[config.mk]
export PLATFORM = sky130hd
export DESIGN_NAME = cnt_cmp_timer
export DESIGN_NICKNAME = d
export VERILOG_FILES = /design/src/rtl/cct_pkg.sv /design/src/rtl/cct_counter.sv /design/src/rtl/cct_match.sv /design/src/rtl/cct_irq_route.sv /design/src/rtl/cnt_cmp_timer.sv
export SDC_FILE = /design/constraint.sdc
export NUM_CORES = 1
export LEC_CHECK = 0
export CAP_MARGIN = 40
export CORE_UTILIZATION = 40
export CTS_CLUSTER_DIAMETER = 200
export CTS_CLUSTER_SIZE = 20
export DETAILED_ROUTE_END_ITERATION = 10
export PLACE_DENSITY = 0.71
export SYNTH_ARGS = -nofsm -noshare
export SYNTH_HDL_FRONTEND = slang
export SYNTH_HIERARCHICAL = 1
export SYNTH_SLANG_ARGS = --single-unit
[constraint.sdc]
create_clock -name clk -period 8.5 [get_ports clk]
set_clock_uncertainty 0.2 [all_clocks]
set_input_delay 1.7 -clock clk [delete_from_list [all_inputs] [get_ports clk]]
set_output_delay 1.7 -clock clk [all_outputs]
set_load 0.1 [all_outputs]
[src/rtl/cct_pkg.sv]
package cct_pkg;

  // what the counter does on the coming edge
  typedef enum logic [1:0] {
    ACT_HOLD = 2'd0,
    ACT_STEP = 2'd1,
    ACT_LOAD = 2'd2
  } cnt_act_e;

  // priority: a software load beats a tick; a frozen counter never steps
  function automatic cnt_act_e pick_act(input logic we, input logic tick,
                                        input logic freeze);
    if (we)
      return ACT_LOAD;
    else if (tick && !freeze)
      return ACT_STEP;
    else
      return ACT_HOLD;
  endfunction

endpackage

[src/rtl/cct_counter.sv]
module cct_counter
  import cct_pkg::*;
#(
  parameter int           W       = 32,
  parameter logic [W-1:0] RST_VAL = W'(1)
) (
  input  logic         clk,
  input  logic         rst_n,
  input  logic         tick,
  input  logic         freeze,
  input  logic         we,
  input  logic [W-1:0] wdata,
  output logic [W-1:0] count_q,
  output logic [W-1:0] count_nxt,
  output logic         stepped
);

  localparam logic [W-1:0] ONE = W'(1);

  // modular increment: all-ones rolls over to zero
  function automatic logic [W-1:0] bump(input logic [W-1:0] v);
    return v + ONE;
  endfunction

  cnt_act_e act;

  always_comb begin
    act = pick_act(we, tick, freeze);
    unique case (act)
      ACT_LOAD: count_nxt = wdata;
      ACT_STEP: count_nxt = bump(count_q);
      default:  count_nxt = count_q;
    endcase
  end

  assign stepped = (act == ACT_STEP);

  always_ff @(posedge clk or negedge rst_n) begin
    if (!rst_n) count_q <= RST_VAL;
    else        count_q <= count_nxt;
  end

  // an enabled tick raises the count by one
  assert_step_R2: assert property (@(posedge clk) disable iff (!rst_n)
    (tick && !freeze && !we) |=> (count_q == $past(count_q) + ONE));

  // idle cycle keeps the value
  assert_idle_R2: assert property (@(posedge clk) disable iff (!rst_n)
    (!tick && !we) |=> $stable(count_q));

  // frozen counter ignores ticks
  assert_frozen_R3: assert property (@(posedge clk) disable iff (!rst_n)
    (freeze && !we) |=> $stable(count_q));

  // a write loads the value regardless of tick or freeze
  assert_load_R4: assert property (@(posedge clk) disable iff (!rst_n)
    we |=> (count_q == $past(wdata)));

  // all-ones steps to zero
  assert_wrap_R9: assert property (@(posedge clk) disable iff (!rst_n)
    (stepped && (count_q == '1)) |=> (count_q == '0));

endmodule

[src/rtl/cct_match.sv]
module cct_match #(
  parameter int           W       = 32,
  parameter logic [W-1:0] RST_VAL = '0
) (
  input  logic         clk,
  input  logic         rst_n,
  input  logic         stepped,
  input  logic [W-1:0] count_nxt,
  input  logic         cmp_we,
  input  logic [W-1:0] cmp_wdata,
  output logic [W-1:0] cmp_q,
  output logic         hit,
  output logic         pending
);

  // a match is an increment that lands exactly on the match value
  function automatic logic lands_on(input logic step, input logic [W-1:0] nxt,
                                    input logic [W-1:0] target);
    return step && (nxt == target);
  endfunction

  // an acknowledge in the same cycle suppresses the match
  assign hit = lands_on(stepped, count_nxt, cmp_q) && !cmp_we;

  always_ff @(posedge clk or negedge rst_n) begin
    if (!rst_n)      cmp_q <= RST_VAL;
    else if (cmp_we) cmp_q <= cmp_wdata;
  end

  always_ff @(posedge clk or negedge rst_n) begin
    if (!rst_n)      pending <= 1'b0;
    else if (cmp_we) pending <= 1'b0;
    else if (hit)    pending <= 1'b1;
  end

  // match-register load
  assert_cmp_load_R5: assert property (@(posedge clk) disable iff (!rst_n)
    cmp_we |=> (cmp_q == $past(cmp_wdata)));

  // a landing increment sets the flag on that edge
  assert_hit_sets_R6: assert property (@(posedge clk) disable iff (!rst_n)
    hit |=> pending);

  // without a stepped landing the flag cannot rise
  assert_only_step_R6: assert property (@(posedge clk) disable iff (!rst_n)
    (!pending && !stepped) |=> !pending);

  // sticky until acknowledged
  assert_sticky_R7: assert property (@(posedge clk) disable iff (!rst_n)
    (pending && !cmp_we) |=> pending);

  // any match-register write acknowledges
  assert_ack_R8: assert property (@(posedge clk) disable iff (!rst_n)
    cmp_we |=> !pending);

endmodule

[src/rtl/cct_irq_route.sv]
module cct_irq_route #(
  parameter int SEL_W = 3,
  localparam int LINES = 1 << SEL_W
) (
  input  logic             clk,
  input  logic             rst_n,
  input  logic             pending,
  input  logic [SEL_W-1:0] sel,
  output logic [LINES-1:0] vec
);

  function automatic logic [LINES-1:0] steer(input logic req,
                                             input logic [SEL_W-1:0] idx);
    logic [LINES-1:0] v;
    for (int i = 0; i < LINES; i++)
      v[i] = req && (idx == SEL_W'(i));
    return v;
  endfunction

  assign vec = steer(pending, sel);

  // at most one line, and a line only while pending
  assert_vec_R10: assert property (@(posedge clk) disable iff (!rst_n)
    $onehot0(vec) && ((vec != '0) == pending));

  // the active line is the selected one
  assert_vec_pos_R10: assert property (@(posedge clk) disable iff (!rst_n)
    pending |-> vec[sel]);

endmodule

[src/rtl/cnt_cmp_timer.sv]
module cnt_cmp_timer #(
  parameter int CNT_W = 32,
  parameter int SEL_W = 3,
  parameter logic [CNT_W-1:0] CNT_RST = CNT_W'(1),
  parameter logic [CNT_W-1:0] CMP_RST = '0,
  localparam int LINES = 1 << SEL_W
) (
  input  logic             clk,
  input  logic             rst_n,
  input  logic             tick,
  input  logic             cnt_freeze,
  input  logic             cnt_we,
  input  logic [CNT_W-1:0] cnt_wdata,
  input  logic             cmp_we,
  input  logic [CNT_W-1:0] cmp_wdata,
  input  logic [SEL_W-1:0] irq_sel,
  output logic [CNT_W-1:0] cnt_q,
  output logic [CNT_W-1:0] cmp_q,
  output logic             pending,
  output logic [LINES-1:0] irq_vec
);

  // internal events brought out for the assertions
  logic [CNT_W-1:0] cnt_nxt;
  logic             cnt_stepped;
  logic             match_hit;

  cct_counter #(.W(CNT_W), .RST_VAL(CNT_RST)) u_counter (
    .clk      (clk),
    .rst_n    (rst_n),
    .tick     (tick),
    .freeze   (cnt_freeze),
    .we       (cnt_we),
    .wdata    (cnt_wdata),
    .count_q  (cnt_q),
    .count_nxt(cnt_nxt),
    .stepped  (cnt_stepped)
  );

  cct_match #(.W(CNT_W), .RST_VAL(CMP_RST)) u_match (
    .clk      (clk),
    .rst_n    (rst_n),
    .stepped  (cnt_stepped),
    .count_nxt(cnt_nxt),
    .cmp_we   (cmp_we),
    .cmp_wdata(cmp_wdata),
    .cmp_q    (cmp_q),
    .hit      (match_hit),
    .pending  (pending)
  );

  cct_irq_route #(.SEL_W(SEL_W)) u_route (
    .clk    (clk),
    .rst_n  (rst_n),
    .pending(pending),
    .sel    (irq_sel),
    .vec    (irq_vec)
  );

  // a frozen timer never raises the flag
  assert_no_match_frozen_R11: assert property (@(posedge clk) disable iff (!rst_n)
    (cnt_freeze && !pending) |=> !pending);

  // a hit is always the result of a landing increment
  assert_hit_lands_R6: assert property (@(posedge clk) disable iff (!rst_n)
    match_hit |=> (cnt_q == cmp_q));

endmodule

Word level (Yosys, flattened, before mapping)
Cells that the tools add are included.
{"block": "classes", "addsub": 1, "eq_ne": 10, "muxes": 5, "reduce_logical": 15}
{"cell": "case mux 32 bit (2 select lines)", "count": 1}
{"cell": "adder 32 x 1 -> 32 bit (second input constant)", "count": 1}
{"cell": "== test 32 bit", "count": 1}
{"cell": "== test 3 bit (second input constant)", "count": 4}
{"cell": "logical AND 1 bit", "count": 11}
{"cell": "== test 3 x 2 -> 1 bit (second input constant)", "count": 2}
{"cell": "== test 3 x 1 -> 1 bit (second input constant)", "count": 1}
{"cell": "zero test 3 bit", "count": 1}
{"cell": "2-to-1 mux 1 bit", "count": 3}
{"cell": "== test 2 x 1 -> 1 bit (second input constant)", "count": 1}
{"cell": "== test 2 bit (second input constant)", "count": 1}
{"cell": "zero test 1 bit", "count": 2}
{"cell": "2-to-1 mux 2 bit", "count": 1}
{"cell": "nonzero test 2 bit", "count": 1}
{"block": "word_totals", "register_bits": 65, "output_inout_bits": 73, "wordCells": 34}

Depth between registers and ports, before layout
Gate-level depths: netlist of the first run.
{"block": "depth", "depth_word": 11, "ltp_mapped": 10}

Hierarchy
The synthesis of the first run kept the hierarchy.
{"module": "cct_counter", "instances": 1, "cells_per_inst": 243, "area_per_inst_um2": 2102.0, "seq_area_each_um2": 802.0}
{"module": "cct_match", "instances": 1, "cells_per_inst": 115, "area_per_inst_um2": 1570.3, "seq_area_each_um2": 825.8}
{"module": "cct_irq_route", "instances": 1, "cells_per_inst": 8, "area_per_inst_um2": 96.3, "seq_area_each_um2": 0.0}

Least setup slack after synthesis of the first run
Ideal clock, no wire load.
{"block": "synth_timing", "path_kind": "input -> output", "from": "input port irq_sel[0]", "to": "output port irq_vec[0]", "arrival_ns": 3.454, "required_ns": 6.600, "path_slack_ns": 3.146, "cell_stages": 1, "n_path_buf": 0, "path_cell_list": "nor4b_2"}
{"block": "synth_between", "elab_chain_cells": 2}
{"element": "start, declared", "line_no": "cnt_cmp_timer.sv:16", "text": "input logic [SEL_W-1:0] irq_sel,"}
{"element": "zero test 3 bit", "line_no": "cct_irq_route.sv:16", "text": "v[i] = req && (idx == SEL_W'(i));"}
{"element": "logical AND 1 bit", "line_no": "cct_irq_route.sv:16"}
{"element": "end, declared", "line_no": "cnt_cmp_timer.sv:20", "text": "output logic [LINES-1:0] irq_vec"}
Every way passes these cells.

Worst setup path in the final report of the first run
{"block": "layout_timing", "from": "input port irq_sel[1]", "to": "output port irq_vec[4]"}
{"block": "layout_between", "elab_chain_cells": 2}
{"element": "== test 3 bit", "line_no": "cct_irq_route.sv:16"}
{"element": "logical AND 1 bit", "line_no": "cct_irq_route.sv:16"}
Every way passes these cells.

==> results of run 1 <==
## worst register-to-register path: stages (launching register included)
cell	delay [ns]
dfstp_2	0.60
ha_1	0.30
inv_1	0.14
nor4_1	0.70
or4b_1	0.49
a31oi_1	0.37
xnor2_1	0.17
nand4_1	0.12
nor4_1	0.18
nand4_1	0.12
o22ai_1	0.12
## worst paths after layout
path | from | end | slack (ns) | cells past startpoint
max | irq_sel[1] | irq_vec[4] | 3.27 | 4
min | u_match/cmp_q[28]$_DFFE_PN0P_ | u_match/cmp_q[28]$_DFFE_PN0P_ | 0.36 | 1
max reg2reg | u_counter/count_q[0]$_DFF_PN1_ | u_match/pending$_DFFE_PN0P_ | 4.92 | 10
min reg2reg | u_match/cmp_q[28]$_DFFE_PN0P_ | u_match/cmp_q[28]$_DFFE_PN0P_ | 0.36 | 1
max in group asynchronous | rst_n | u_counter/count_q[0]$_DFF_PN1_ | 6.31 | 3
min in group asynchronous | rst_n | u_counter/count_q[27]$_DFF_PN0_ | 1.18 | 2
## cell usage in the layout (no fill, tap or decap), types with 8 or more instances in the layout
cell type          n
o21ai_0           14
or4_1              9
a31oi_1           16
o31ai_1           10
xnor2_1           28
nand4_1           23
buf_16            11
mux2_2            32
clkdlybuf4s50_1  144
nand3_1           14
dfrtp_1           64
clkbuf_8          10
nor2_1            20
xor2_1            13
nand2_1           29
nor4_1             8
buf_8             63
## layout make-up
type,instances,area [sq um]
inverter,5,18.8
fill,639,2440
sequential,65,1630
multi-input combinational,279,2030
timing repair buffer,224,2750
clock buffer,11,141
tap,111,139
clock inverter,5,55.1
## per-stage QoR
stage                     setup WS [ns]  utilization  power, mW  area [sq um]  hold slack, ns
after floorplan                    3.15            -      0.689          3760           0.670
after global placement             2.96        0.575      0.825          5290           0.339
after detailed placement           3.28        0.713      0.950          6560           0.351
after CTS                          3.28        0.734       1.22          6750           0.369
after global routing               3.23        0.734       1.25          6750           0.395
final                              3.27        0.734       1.21          6750           0.363
## flip-flops by register name (all words and copies together), names as in the netlist
name / count
u_counter/count_q: 32
u_match/cmp_q: 32
u_match/pending: 1
## routing by layer
layer | part of all wire | GRT usage | routed length (microns) | vias up
met2 | 0.51 | 0.481 | 6710 | 203
met1 | 0.40 | 0.352 | 5300 | 1877
met5 | 0 | 0 | 0 | -
met3 | 0.070 | 0.0603 | 923 | 25
li1 | - | - | - | 1827
met4 | 0.023 | 0.0907 | 308 | 0
## power groups by stage
stage | clock (mW) | combinational [mW] | sequential (mW)
floorplan | 0 | 0.0920 | 0.597
global placement | 0 | 0.441 | 0.384
detailed placement | 0 | 0.564 | 0.386
CTS | 0.272 | 0.566 | 0.380
global route | 0.284 | 0.584 | 0.386
finish | 0.267 | 0.565 | 0.381
==> results.md, run 1 <==
* Nets@finish at 659
* Via count of the routed design at 3932
* Crit-path most repeated cell: clkdlybuf4s50_1
* DRC violation total after the first TritonRoute iteration at 302
* Pin count of the biggest net entering global routing at 38
* Antenna violations before repair at 0
* Worst-Skew Late Latency at 0.34 ns
* Crit path max fanout at 8
* Outcome: finished clean
* Clock power frac at 0.220
* ANT nets after route at 0
* Initial Util at 0.409
* Average size of a mapped cell at 10.3 sq um
* Post-cts sizing count at 0
* Total routed wirelength at 13200 microns
* Clk slew on worst S/H paths at 0.07 ns
* Final Cycle Share at 0.615
* Global route total overflow at 0
* Family with the most delay on the worst path: buffers and inverters
* Critical Path RT at 6.60 ns
* Setup repair after global routing missed its margin: no
* Total number of clock tree sinks at 65
* Min-Delay Path Class: reg2reg
* Worst voltage drop across the vdd grid at 0.128 mV
* Proportion of power drawn by combinational gates at 0.466
* Arrival time worst endpoint at 3.33 ns
* Number of hold-repair buffers added at the cts stage at 0
* Cell count after placement at 684
* Final setup violating endpoints at 0
* Number of buffers on the longest clock path at 2
* Router iterations before antenna repair at 5
* Floorplan die area at 9800 sq um
* CTS H-tree lvls at 3
* Fmax at 0.191 GHz
* Total of warnings raised by yosys at 6
* Half-perimeter wire length after detailed placement at 10400 microns
* Count of mapped cells out of synthesis at 365
* Synthesized net count at 440
* Antenna Cells at 0
* Cell area after technology mapping at 3760 sq um
* Worst slew slack as a fraction of its limit at 0.487
* Detailed-route vias per instance at 5.62
* Number of buffers inserted to repair setup after CTS at 0
* Transition time at the pin with the least slew margin at 0.763 ns
* CTS tree: built
* Chip Height at 99.0 microns
* Library cell used as clock root buffer: clkbuf_8
* Number of I/O port buffers at 145
* Nature of the critical path endpoint: output pin
* Worst Setup Start Kind: primary input
* Finished Layout Cells at 700
* Sequential Power Share at 0.314
* Share of final-layout standard cells stronger than drive strength 1 at 0.243
* Vias in the first global route at 4138
* Wire length of the first global-routing pass at 21200 microns
* CP peak stage delay at 0.53 ns
* Total I/O pin count at 146
* Wire length per cell at 18.9 microns
* Cell-internal power at 0.709 mW
* Ordered list of cells on the worst path: clkdlybuf4s50_1 -> and4bb_2 -> clkdlybuf4s50_1 -> buf_8
* Net switching power at 0.504 mW
* DRC violations left at 0
* Final Critical Period at 5.23 ns
* Number of maximum-capacitance constraint violations at 0
* Area delta synth->final at 79.4%
* Global-route total usage across every layer at 0.281
* Cell type of the slowest stage on the worst timing path: clkdlybuf4s50_1
* CTS Buf Count at 9
* Floorplan die width at 99.0 microns
* WP buf/inv at 3
* Static leakage at 2.63 nW
* Power per cell area at 180 nW/um^2
* Final weighted congestion in routability-driven placement at 0.872
* Total Neg Setup Slack at 0 ns
* Placement row count at 35
* Worst Setup Path Type: in2out
* Count of final hold-check violations at 0
* Number of pins with negative max-slew slack in the final report at 0
* Core Area at 9200 sq um
* Switching portion of total power at 0.416
Note: power is estimated with default switching activity, not from simulation.
==> run 2: changes to the inputs <==
- clock period: 8.5 -> 5.25 ns (I/O delays scaled with it)
==> run 2 against run 1 <==
Non-clock buffer count down 9. Sequential power up 63%. Setup slack lost 1.8 ns. Global-route usage grew 0.64 points. Design area decreased by 2.5%. Core utilization fell by 1.8 points. Via count rose by 1.2%. Cell count fell by 1.3%. Count of clock-buffer cells in the layout unchanged. Largest cell class unchanged.
==> results.md, run 2 (same netlist as run 1, synthesis figures left out) <==
* Chip Height at 99.0 microns (unchanged)
* Worst Setup Path Type: in2reg
* Detailed-route vias per instance at 5.76 (+2.5%)
* Hold Crit Depth at 1 (unchanged)
* Clk slew on worst S/H paths at 0.08 ns (about the same)
* Placement row count at 35 (unchanged)
* Static leakage at 2.58 nW (-1.7%)
* Net switching power at 0.819 mW (+63%)
* Destination of the worst register-to-register timing path: u_match/pending$_DFFE_PN0P_
* Final Cycle Share at 0.725
* Source of the worst register-to-register timing path: u_counter/count_q[0]$_DFF_PN1_
* Wire length per cell at 19.7 microns (+4.0%)
* Global-route total usage across every layer at 0.287 (+0.00642)
* Worst slew slack as a fraction of its limit at 0.441 (-0.0459)
* Flop-to-flop setup slack at 1.78 ns (-3.14 ns)
* Critical Path RT at 5.33 ns (-1.27 ns)
* Final Critical Period at 3.81 ns
* DRC violation total after the first TritonRoute iteration at 446 (+48%)
* Nets@finish at 650 (-1.4%)
* Fmax at 0.263 GHz
* Leading cell types in the layout, fill and taps excluded: clkdlybuf4s50_1 (136), dfrtp_1 (64), buf_8 (56)
* Global route total overflow at 0 (unchanged)
* Library cell used as clock root buffer: clkbuf_8
* CTS tree: built
* Core Area at 9200 sq um (unchanged)
* Number of buffers inserted to repair setup after CTS at 0 (unchanged)
* Area used by sequential logic in the layout at 1630 sq um (unchanged)
* Util after Layout at 0.716 (-0.0184)
* Post-cts sizing count at 0 (unchanged)
* Min-Delay Path Class: reg2reg
* Final setup violating endpoints at 0 (unchanged)
* CTS H-tree lvls at 3 (unchanged)
* Floorplan die width at 99.0 microns (unchanged)
* Router iterations before antenna repair at 5 (unchanged)
* Arrival time worst endpoint at 3.88 ns (+0.55 ns)
* Design area at 6580 sq um (-2.5%)
* Final weighted congestion in routability-driven placement at 0.977 (+12%)
* Switching portion of total power at 0.408 (-0.00801)
* ANT nets after route at 0 (unchanged)
* Number of buffers on the longest clock path at 2 (unchanged)
* Registers with the highest flip-flop counts: u_counter/count_q: 32 flops, u_match/cmp_q: 32 flops, u_match/pending: 1 flops
* Total number of clock tree sinks at 65 (unchanged)
* Number of hold-repair buffers added at the cts stage at 0 (unchanged)
* Setup repair after global routing missed its margin: no
* Power per cell area at 305 nW/um^2 (+70%)
* CTS Buf Count at 9 (unchanged)
* Floorplan die area at 9800 sq um (unchanged)
* Startpoint of the lowest-slack hold path: u_match/cmp_q[6]$_DFFE_PN0P_
* Vias in the first global route at 4055 (-2.0%)
* Worst-Skew Late Latency at 0.35 ns (about the same)
* Filler cell count at 626 (-2.0%)
* Worst voltage drop across the vdd grid at 0.254 mV (+99%)
* Initial Util at 0.409 (unchanged)
* Total Neg Setup Slack at 0 ns (unchanged)
* Total routed wirelength at 13600 microns (+2.6%)
* Worst Setup Start Kind: primary input
* Total I/O pin count at 146 (unchanged)
* Wire length of the first global-routing pass at 21300 microns (+0.23%)
* Clock power frac at 0.238 (+0.018)
* Sequential Power Share at 0.309 (-0.005)
* Placement-stage cell area at 6360 sq um (-2.9%)
* Smallest hold slack at 0.369 ns (+0.00635 ns)
* Most frequent standard cell in the layout excluding fill and tap cells: clkdlybuf4s50_1
* Number of I/O port buffers at 145 (unchanged)
* Antenna violations before repair at 0 (unchanged)
* Half-perimeter wire length after detailed placement at 10400 microns (+0.42%)
* Proportion of power drawn by combinational gates at 0.454 (-0.012)
* Cell-internal power at 1.19 mW (+68%)
* Number of maximum-capacitance constraint violations at 0 (unchanged)
* Area delta synth->final at 74.9%
* Crit path max fanout at 13 (+5)
* Hold Path End: u_match/cmp_q[6]$_DFFE_PN0P_
* Start point of the critical path: tick
* Outcome: finished clean
* DRC violations left at 0 (unchanged)
* Share of final-layout standard cells stronger than drive strength 1 at 0.245 (+0.00204)
* Transition time at the pin with the least slew margin at 0.831 ns (+0.0682 ns)
* Nature of the critical path endpoint: register
* Number of pins with negative max-slew slack in the final report at 0 (unchanged)
* Worst Reg2Reg Path Length in Cells at 10 (unchanged)
* Antenna Cells at 0 (unchanged)
* Count of final hold-check violations at 0 (unchanged)
* Pin count of the biggest net entering global routing at 39 (+2.6%)
* Multi-input gate area at 2030 sq um (unchanged)
* Via count of the routed design at 3979 (+1.2%)
run 2: power groups by stage:
stage	sequential, mW	combinational, mW	clock, mW
finish	0.621	0.912	0.478
global route	0.628	0.941	0.510
CTS	0.620	0.912	0.486
detailed placement	0.628	0.908	0
global placement	0.627	0.716	0
floorplan	0.967	0.149	0
run 2: per-stage QoR:
| stage | cells | power [mW] | worst slack [ns] |
|---|---|---|---|
| 2_1_floorplan | 365 | 1.12 | 1.20 |
| 3_3_place_gp | 610 | 1.34 | 1.24 |
| 3_5_place_dp | 675 | 1.54 | 1.18 |
| 4_1_cts | 691 | 2.02 | 1.52 |
| 5_1_grt | 691 | 2.08 | 1.32 |
| 6_report | 691 | 2.01 | 1.44 |
run 2: final cells by class:
cell class	count	area share
repair buffers	215	0.388
multi-input cells	279	0.308
flip-flops and latches	65	0.247
clock buffers	11	0.0215
well taps	111	0.0211
clock inverters	5	0.0120
inverters	5	0.00285
run 2: critical path, stage by stage:
cell             delay [ns]
clkdlybuf4s50_1        0.50
nor2b_1                0.15
buf_4                  0.23
nand2_1                0.18
or4_2                  0.64
a31oi_1                0.33
xor2_1                 0.15
nor4_1                 0.39
nand4_1                0.15
o22ai_1                0.12
run 2: per-layer routing:
layer  global-route usage  part of all wire  routed length [microns]  vias up
met4                0.126             0.041                      555        0
met3               0.0660             0.077                     1040       49
met2                0.468              0.48                     6500      209
li1                     -                 -                        -     1814
met5                    0                 0                        0        -
met1                0.365              0.40                     5500     1907
run 2: how the worst max path moves through the flow:
stage                                       end  slack, ns  depth (start not counted)
finish              u_match/pending$_DFFE_PN0P_       1.44                         10
global route        u_match/pending$_DFFE_PN0P_       1.32                         10
CTS                 u_match/pending$_DFFE_PN0P_       1.52                         10
detailed placement  u_match/pending$_DFFE_PN0P_       1.18                         10
global placement    u_match/pending$_DFFE_PN0P_       1.24                         10
floorplan                            irq_vec[0]       1.20                          1
